### config.mk
export PLATFORM = sky130hd
export DESIGN_NAME = clkgen_pwrup_ctrl
export DESIGN_NICKNAME = d
export VERILOG_FILES = /design/src/rtl/clkgen_pwrup_pkg.sv /design/src/rtl/pg_qualifier.sv /design/src/rtl/phase_timer.sv /design/src/rtl/strap_select.sv /design/src/rtl/clkgen_pwrup_ctrl.sv
export SDC_FILE = /design/constraint.sdc
export NUM_CORES = 1
export LEC_CHECK = 0
export ABC_AREA = 1
export CORE_MARGIN = 3
export CORE_UTILIZATION = 51
export CTS_BUF_LIST = sky130_fd_sc_hd__clkbuf_16
export DETAILED_ROUTE_END_ITERATION = 10
export DONT_BUFFER_PORTS = 1
export PLACE_DENSITY = 0.74
export SLEW_MARGIN = 10
export SYNTH_ARGS = -nofsm -noshare
export SYNTH_HDL_FRONTEND = slang
export SYNTH_SLANG_ARGS = --single-unit
### constraint.sdc
create_clock -name clk -period 3.5 [get_ports clk]
set_clock_uncertainty 0.1 [all_clocks]
set_input_delay 0.35 -clock clk [delete_from_list [all_inputs] [get_ports clk]]
set_output_delay 0.35 -clock clk [all_outputs]
set_load 0.02 [all_outputs]
### src/rtl/clkgen_pwrup_pkg.sv
package clkgen_pwrup_pkg;

    typedef enum logic [2:0] {
        ST_OFF    = 3'd0,
        ST_SETTLE = 3'd1,
        ST_ARMED  = 3'd2,
        ST_HOLD   = 3'd3,
        ST_RUN    = 3'd4
    } pwr_state_t;

endpackage

### src/rtl/pg_qualifier.sv
module pg_qualifier (
    input  logic clk,
    input  logic rst_n,
    input  logic pgood_n,
    output logic pg_valid
);
    logic sync1, sync2, hist;

    // two-stage synchroniser plus one history stage for the double-low rule
    always_ff @(posedge clk or negedge rst_n) begin
        if (!rst_n) begin
            sync1 <= 1'b1;
            sync2 <= 1'b1;
            hist  <= 1'b1;
        end else begin
            sync1 <= pgood_n;
            sync2 <= sync1;
            hist  <= sync2;
        end
    end

    assign pg_valid = !sync2 && !hist;
endmodule

### src/rtl/phase_timer.sv
module phase_timer #(
    parameter int CNT_W = 8
) (
    input  logic             clk,
    input  logic             rst_n,
    input  logic             clear,
    input  logic [CNT_W-1:0] limit,
    output logic             done
);
    logic [CNT_W-1:0] cnt;

    always_ff @(posedge clk or negedge rst_n) begin
        if (!rst_n)      cnt <= '0;
        else if (clear)  cnt <= '0;
        else if (!done)  cnt <= cnt + 1'b1;
    end

    assign done = (cnt == limit - 1'b1);
endmodule

### src/rtl/strap_select.sv
module strap_select #(
    parameter int CODE_W = 5
) (
    input  logic              clk,
    input  logic              rst_n,
    input  logic              clr,
    input  logic              capture,
    input  logic [CODE_W-1:0] strap,
    input  logic              fs_override,
    input  logic [CODE_W-1:0] sw_code,
    output logic [CODE_W-1:0] strap_q,
    output logic [CODE_W-1:0] eff_code
);
    always_ff @(posedge clk or negedge rst_n) begin
        if (!rst_n)       strap_q <= '0;
        else if (clr)     strap_q <= '0;
        else if (capture) strap_q <= strap;
    end

    assign eff_code = fs_override ? sw_code : strap_q;
endmodule

### src/rtl/clkgen_pwrup_ctrl.sv
module clkgen_pwrup_ctrl
    import clkgen_pwrup_pkg::*;
#(
    parameter int CODE_W     = 5,
    parameter int SETTLE_CYC = 50000,
    parameter int STABLE_CYC = 229200
) (
    input  logic              clk,
    input  logic              rst_n,
    input  logic              supply_ok,
    input  logic              pgood_n,
    input  logic [CODE_W-1:0] strap,
    input  logic              fs_override,
    input  logic [CODE_W-1:0] sw_code,
    output logic [CODE_W-1:0] strap_status,
    output logic [CODE_W-1:0] eff_code,
    output logic              out_en
);
    localparam int MAX_CYC = (SETTLE_CYC > STABLE_CYC) ? SETTLE_CYC : STABLE_CYC;
    localparam int CNT_W   = $clog2(MAX_CYC + 1);

    pwr_state_t       state, state_nx;
    logic             pg_valid;
    logic             tmr_done, tmr_clear;
    logic [CNT_W-1:0] tmr_limit;
    logic             capture;

    pg_qualifier i_pgq (
        .clk      (clk),
        .rst_n    (rst_n),
        .pgood_n  (pgood_n),
        .pg_valid (pg_valid)
    );

    assign tmr_limit = (state == ST_HOLD) ? CNT_W'(STABLE_CYC) : CNT_W'(SETTLE_CYC);
    assign tmr_clear = (state != state_nx) || !((state == ST_SETTLE) || (state == ST_HOLD));

    phase_timer #(.CNT_W(CNT_W)) i_tmr (
        .clk   (clk),
        .rst_n (rst_n),
        .clear (tmr_clear),
        .limit (tmr_limit),
        .done  (tmr_done)
    );

    assign capture = supply_ok && (state == ST_ARMED) && pg_valid;

    strap_select #(.CODE_W(CODE_W)) i_sel (
        .clk         (clk),
        .rst_n       (rst_n),
        .clr         (!supply_ok),
        .capture     (capture),
        .strap       (strap),
        .fs_override (fs_override),
        .sw_code     (sw_code),
        .strap_q     (strap_status),
        .eff_code    (eff_code)
    );

    // next-state logic
    always_comb begin
        state_nx = state;
        if (!supply_ok) begin
            state_nx = ST_OFF;
        end else begin
            unique case (state)
                ST_OFF:    state_nx = ST_SETTLE;
                ST_SETTLE: if (tmr_done) state_nx = ST_ARMED;
                ST_ARMED:  if (pg_valid) state_nx = ST_HOLD;
                ST_HOLD:   if (tmr_done) state_nx = ST_RUN;
                ST_RUN:    state_nx = ST_RUN;
                default:   state_nx = ST_OFF;
            endcase
        end
    end

    // state register
    always_ff @(posedge clk or negedge rst_n) begin
        if (!rst_n) state <= ST_OFF;
        else        state <= state_nx;
    end

    // outputs
    always_comb begin
        out_en = (state == ST_RUN);
    end
endmodule

# --- Word-level counts from Yosys, hierarchy flattened ---
# Index checks and enable logic that the tools add are counted.
totals:
  register_bits: 29
  rom_bits: 0
  ram_bits: 0
  latch_bits: 0
  mem_count: 0
  elab_cells: 36
op_classes:
  n_lt_le_gt_ge: 0
  eq_ne: 8
  bitwise: 0
  n_mul: 0
  reduce_logical: 9
  n_mux: 11
  n_addsub: 2
  div: 0
  shifts: 0
op_table:
  columns: ["op", "n"]
  rows:
  - ["2-to-1 mux 18 bit", 3]
  - ["adder 18 x 1 -> 18 bit (second input constant)", 1]
  - ["== test 18 bit", 1]
  - ["subtractor 18 x 1 -> 18 bit (second input constant)", 1]
  - ["2-to-1 mux 5 bit", 3]
  - ["one-hot mux 3 bit (5 select lines)", 1]
  - ["2-to-1 mux 3 bit", 4]
  - ["== test 3 x 2 -> 1 bit (second input constant)", 2]
  - ["!= test 2 x 1 -> 1 bit (second input constant)", 2]
  - ["== test 3 x 1 -> 1 bit (second input constant)", 1]
  - ["== test 3 bit (second input constant)", 1]
  - ["logical AND 1 bit", 3]
  - ["logical NOT 1 bit", 3]
  - ["logical NOT 3 bit", 1]
  - ["!= test 3 bit", 1]
  - ["logical OR 1 bit", 2]

# --- Longest topological paths before layout ---
depth:
  word_depth: 10
  mapped_depth: 10
  mapped_depth_nobuf: 9

# --- Cells and area by module ---
# From an unflattened synthesis, not the netlist that was laid out.
unflattened:
  cells_unflattened: 412
  hier_area_um2: 2728.9
modules_own_cells:
  columns: ["module", "area_each_um2", "n_inst", "cells_each", "seq_area_each_um2"]
  rows:
  - ["phase_timer", 2164.6, 1, 337, 450.4]
  - ["strap_select", 270.3, 1, 38, 125.1]
  - ["clkgen_pwrup_ctrl", 211.5, 1, 33, 75.1]
  - ["pg_qualifier", 82.6, 1, 4, 78.8]

# --- Worst setup path after synthesis ---
# Ideal clock, no wire load.
synth_timing:
  kind: "reg2reg"
  start: "register i_tmr.cnt[0]"
  end: "register i_tmr.cnt[12]"
  setup_ns: 0.121
  path_buffers: 1
  slack_ns: 1.881
  t_required_ns: 3.279
  arrival_time_ns: 1.399
  stages_incl_launch_ff: 10
  path_cell_list: "dfrtp_1 ha_1 nand3_1 nor2_2 nand3_2 nand2_2 nand2_2 nand3_4 buf_12 nor2_2"
synth_via:
  elab_chain_cells: 7
  elab_cells_between_ends: 11
  cone_classes: "1 x add/sub; 3 x eq/ne; 6 x mux; 1 x reduce/logical"
synth_lines:
  columns: ["element", "line_no", "source"]
  rows:
  - ["start: declaration", "phase_timer.sv:10", "logic [CNT_W-1:0] cnt;"]
  - ["start signal: assignment", "phase_timer.sv:15", "else if (!done) cnt <= cnt + 1'b1;"]
  - ["== test 18 bit", "phase_timer.sv:18", "assign done = (cnt == limit - 1'b1);"]
  - ["2-to-1 mux 3 bit (on tied branches)", "clkgen_pwrup_ctrl.sv:70, clkgen_pwrup_ctrl.sv:68", null]
  - ["one-hot mux 3 bit (5 select lines)", "clkgen_pwrup_ctrl.sv:66", "unique case (state)"]
  - ["2-to-1 mux 3 bit", "clkgen_pwrup_ctrl.sv:63", "if (!supply_ok) begin"]
  - ["!= test 3 bit", "clkgen_pwrup_ctrl.sv:36", "assign tmr_clear = (state != state_nx) || !((state == ST_SETTLE) || (state == ST_HOLD));"]
  - ["logical OR 1 bit", "clkgen_pwrup_ctrl.sv:36", null]
  - ["!= test 2 x 1 -> 1 bit (no line) / 2-to-1 mux 18 bit (equally long branches)", null, null]
# Several ways; a longest one is shown, not always the timed one. The select of a mux whose other input is x is not followed.
# A chain may end at the register's enable or synchronous reset.

# --- Worst setup path in the final report ---
layout_timing:
  start: "register i_tmr.cnt[0]"
  end: "register i_tmr.cnt[5]"
# The elaborated chain is that of the path after synthesis.

==> impl_metrics.ini <==
[outcome]
status = finished, final reports clean

[clocking]
clock_latency_ns = 0.27
clockBufferDepth = 2
postCtsHoldBufs = 3
postCtsSetupBuffers = 0
post_cts_resized = 0
cts_inserted_buffers = 5
cts_sinks = 29
cts.clk_slew.worst_paths_ns = 0.05
cts_tree = done
cts_root_buf = clkbuf_16
htree_levels = 2

[grt]
grt_max_degree = 30
globalRoute.totalOverflow = 0
grt_antenna_before_repair = 0
grt.total_usage_pct = 17.9
grt_pass1_wl_um = 4870
grt_pass1_vias = 1127

[cells_and_area]
antenna_cells = 0
drive_gt1_share_pct = 17.2
nets = 207
final_cell_mix = 27 x nand2_1, 27 x nor2_1, 26 x dfrtp_1
syn_to_final_growth_pct = 13.5
fin_util_pct = 62.5

[synthesis]
syn_nets = 200
ys_seq_area_share_pct = 46.5
synth.distinct_cells = 25
synth-seq-cells = 29
synth_area_um2 = 1570
yosys_warnings = 0
synth_top_area_cell = dfrtp_1
synthDominantCellAreaShare_pct = 41.4
synth_area_per_cell_um2 = 8.53
syn_inst = 184
yosys-top-cells-area = dfrtp_1 41%, xor2_1 6.7%, nand2_1 6.5%

[route]
top_layer_used = met4
num_vias = 1168
vias_per_cell = 5.24
wl_um = 2980
drc = 0
wl_met2_um = 1430
drtPass1Iterations = 4
ant_nets = 0
wl_met3_um = 129
drtIter0Drc = 96
met1_length_um = 1350
avgRoutedWirePerCell_um = 13.4

[floorplanning]
rows = 19
design.core.area_um2 = 2850
io_pins = 26
start_util_pct = 55.0
die_x_um = 61.5
die_y_um = 61.5
die_area_um2 = 3780

[setup_path]
path_cells = ha_1 > nand3_1 > nor2_2 > nand3_2 > nand2_2 > nand2_2 > nand3_4 > nor2_1
crit_family = simple AND/OR/NAND/NOR gates
arrival_ns = 1.87
timing.rr.end = i_tmr.cnt[5]
crit_buf_inv = 0
timing.rr.start = i_tmr.cnt[0]
slowest_stage = dfrtp_1
crit_top_cell = nand2_2
regToRegSetupSlack_ns = 1.67
worst_path_largest_cell_delay_ns = 0.42
worstSetupStartpointType = flip-flop
end_kind = flip-flop
path_class = reg2reg
crit_fanout = 18
r2r_cells = 8
required_ns = 3.54

[hold_path]
worstHoldEndpoint = i_sel.strap_q[1]
holdPathStages = 2
hp-class = in2reg
hp-start = strap[1]

[timing]
worst_pin_slew_ns = 0.691
tns_ns = 0
post-route-min-period_ns = 1.83
setup_viol = 0
min_period_over_period_pct = 52.3
rsz0062_at_grt = no
max_freq_mhz = 546
slew_violations = 0
hold_violations = 0
slew_headroom_pct = 53.5

[pwr]
p_per_area_nw_per_um2 = 471
static-leakage-power_uw = 0.000723
ir_drop_uv = 339

[placement]
io_buffers = 0
gp_congestion = 0.903
dp_hpwl_um = 2150

[run]
maxCapViolCount = 0
cell usage after synthesis:
cell / count
nand4_1: 5
dfrtp_1: 26
ha_1: 1
nor3_4: 1
nor2_2: 8
nand3_2: 2
clkbuf_1: 1
nand3_1: 12
nor3_1: 4
or2_2: 2
clkbuf_2: 1
nor3_2: 2
inv_1: 23
nor2_1: 27
xor2_1: 12
xnor2_1: 3
o21ai_0: 11
buf_12: 1
dfstp_2: 3
inv_2: 1
nor2_4: 3
nand3_4: 1
nand2_1: 27
nand2_2: 3
a21oi_1: 4
power breakdown:
part / leakage [µW] / internal [µW] / switching (µW)
Clock: 0.0000826 / 329 / 131
Combinational: 0.000248 / 9.65 / 24.5
Sequential: 0.000393 / 341 / 4.45
worst max-delay path by stage:
stage                      from            end  slack [ns]  cells past startpoint
4_1_cts        i_sel.strap_q[3]    eff_code[3]        1.66                      2
3_5_place_dp       i_tmr.cnt[0]   i_tmr.cnt[5]        1.68                      8
6_report           i_tmr.cnt[0]   i_tmr.cnt[5]        1.67                      8
3_3_place_gp       i_tmr.cnt[0]   i_tmr.cnt[0]        1.74                      8
2_1_floorplan      i_tmr.cnt[0]  i_tmr.cnt[12]        1.88                      9
5_1_grt            i_tmr.cnt[0]   i_tmr.cnt[4]        1.50                      8
layer usage:
layer | vias to the layer above | GRT usage (%)
met3 | 6 | 5.03
met4 | 0 | 10.9
li1 | 592 | -
met1 | 549 | 22.7
met5 | - | 0
met2 | 21 | 26.8
cell families after synthesis:
logic type	synth area share, %
simple gates	32.0
compound gates	4.78
xor+xnor	8.37
buf+inv	7.57
flops	46.5
fa+ha+maj	0.797
sequential cells by signal, indices dropped and copies added (netlist names):
signal / count
i_tmr.cnt: 18
state: 3
i_pgq.hist: 1
i_sel.strap_q: 5
i_pgq.sync1: 1
i_pgq.sync2: 1
final cells by class:
| class | instances | area (µm²) |
|---|---|---|
| Clock buffer | 5 | 125 |
| Tap cell | 31 | 38.8 |
| Timing Repair Buffer | 3 | 40.0 |
| Multi-Input combinational cell | 128 | 722 |
| Inverter | 24 | 90.1 |
| Clock inverter | 3 | 37.5 |
| Sequential cell | 29 | 729 |
| Fill cell | 220 | 1070 |
metrics by stage:
| step | worst slack [ns] | instances | hold WS [ns] | cell area, µm² | total power, µW |
|---|---|---|---|---|---|
| floorplan | 1.88 | 184 | -0.0456 | 1570 | 376 |
| global placement | 1.74 | 212 | -0.0448 | 1580 | 374 |
| detailed placement | 1.68 | 212 | -0.0449 | 1580 | 375 |
| CTS | 1.66 | 223 | 0.132 | 1780 | 851 |
| global route | 1.50 | 223 | 0.148 | 1780 | 871 |
| finish | 1.67 | 223 | 0.137 | 1780 | 840 |
worst register-to-register path: stages, from the launching register on:
cell and delay [ns]:
dfrtp_1 0.42, ha_1 0.22, nand3_1 0.19, nor2_2 0.18, nand3_2 0.12, nand2_2 0.09, nand2_2 0.06, nand3_4 0.24
nor2_1 0.08
No activity file was read; power rests on OpenSTA's default activity.
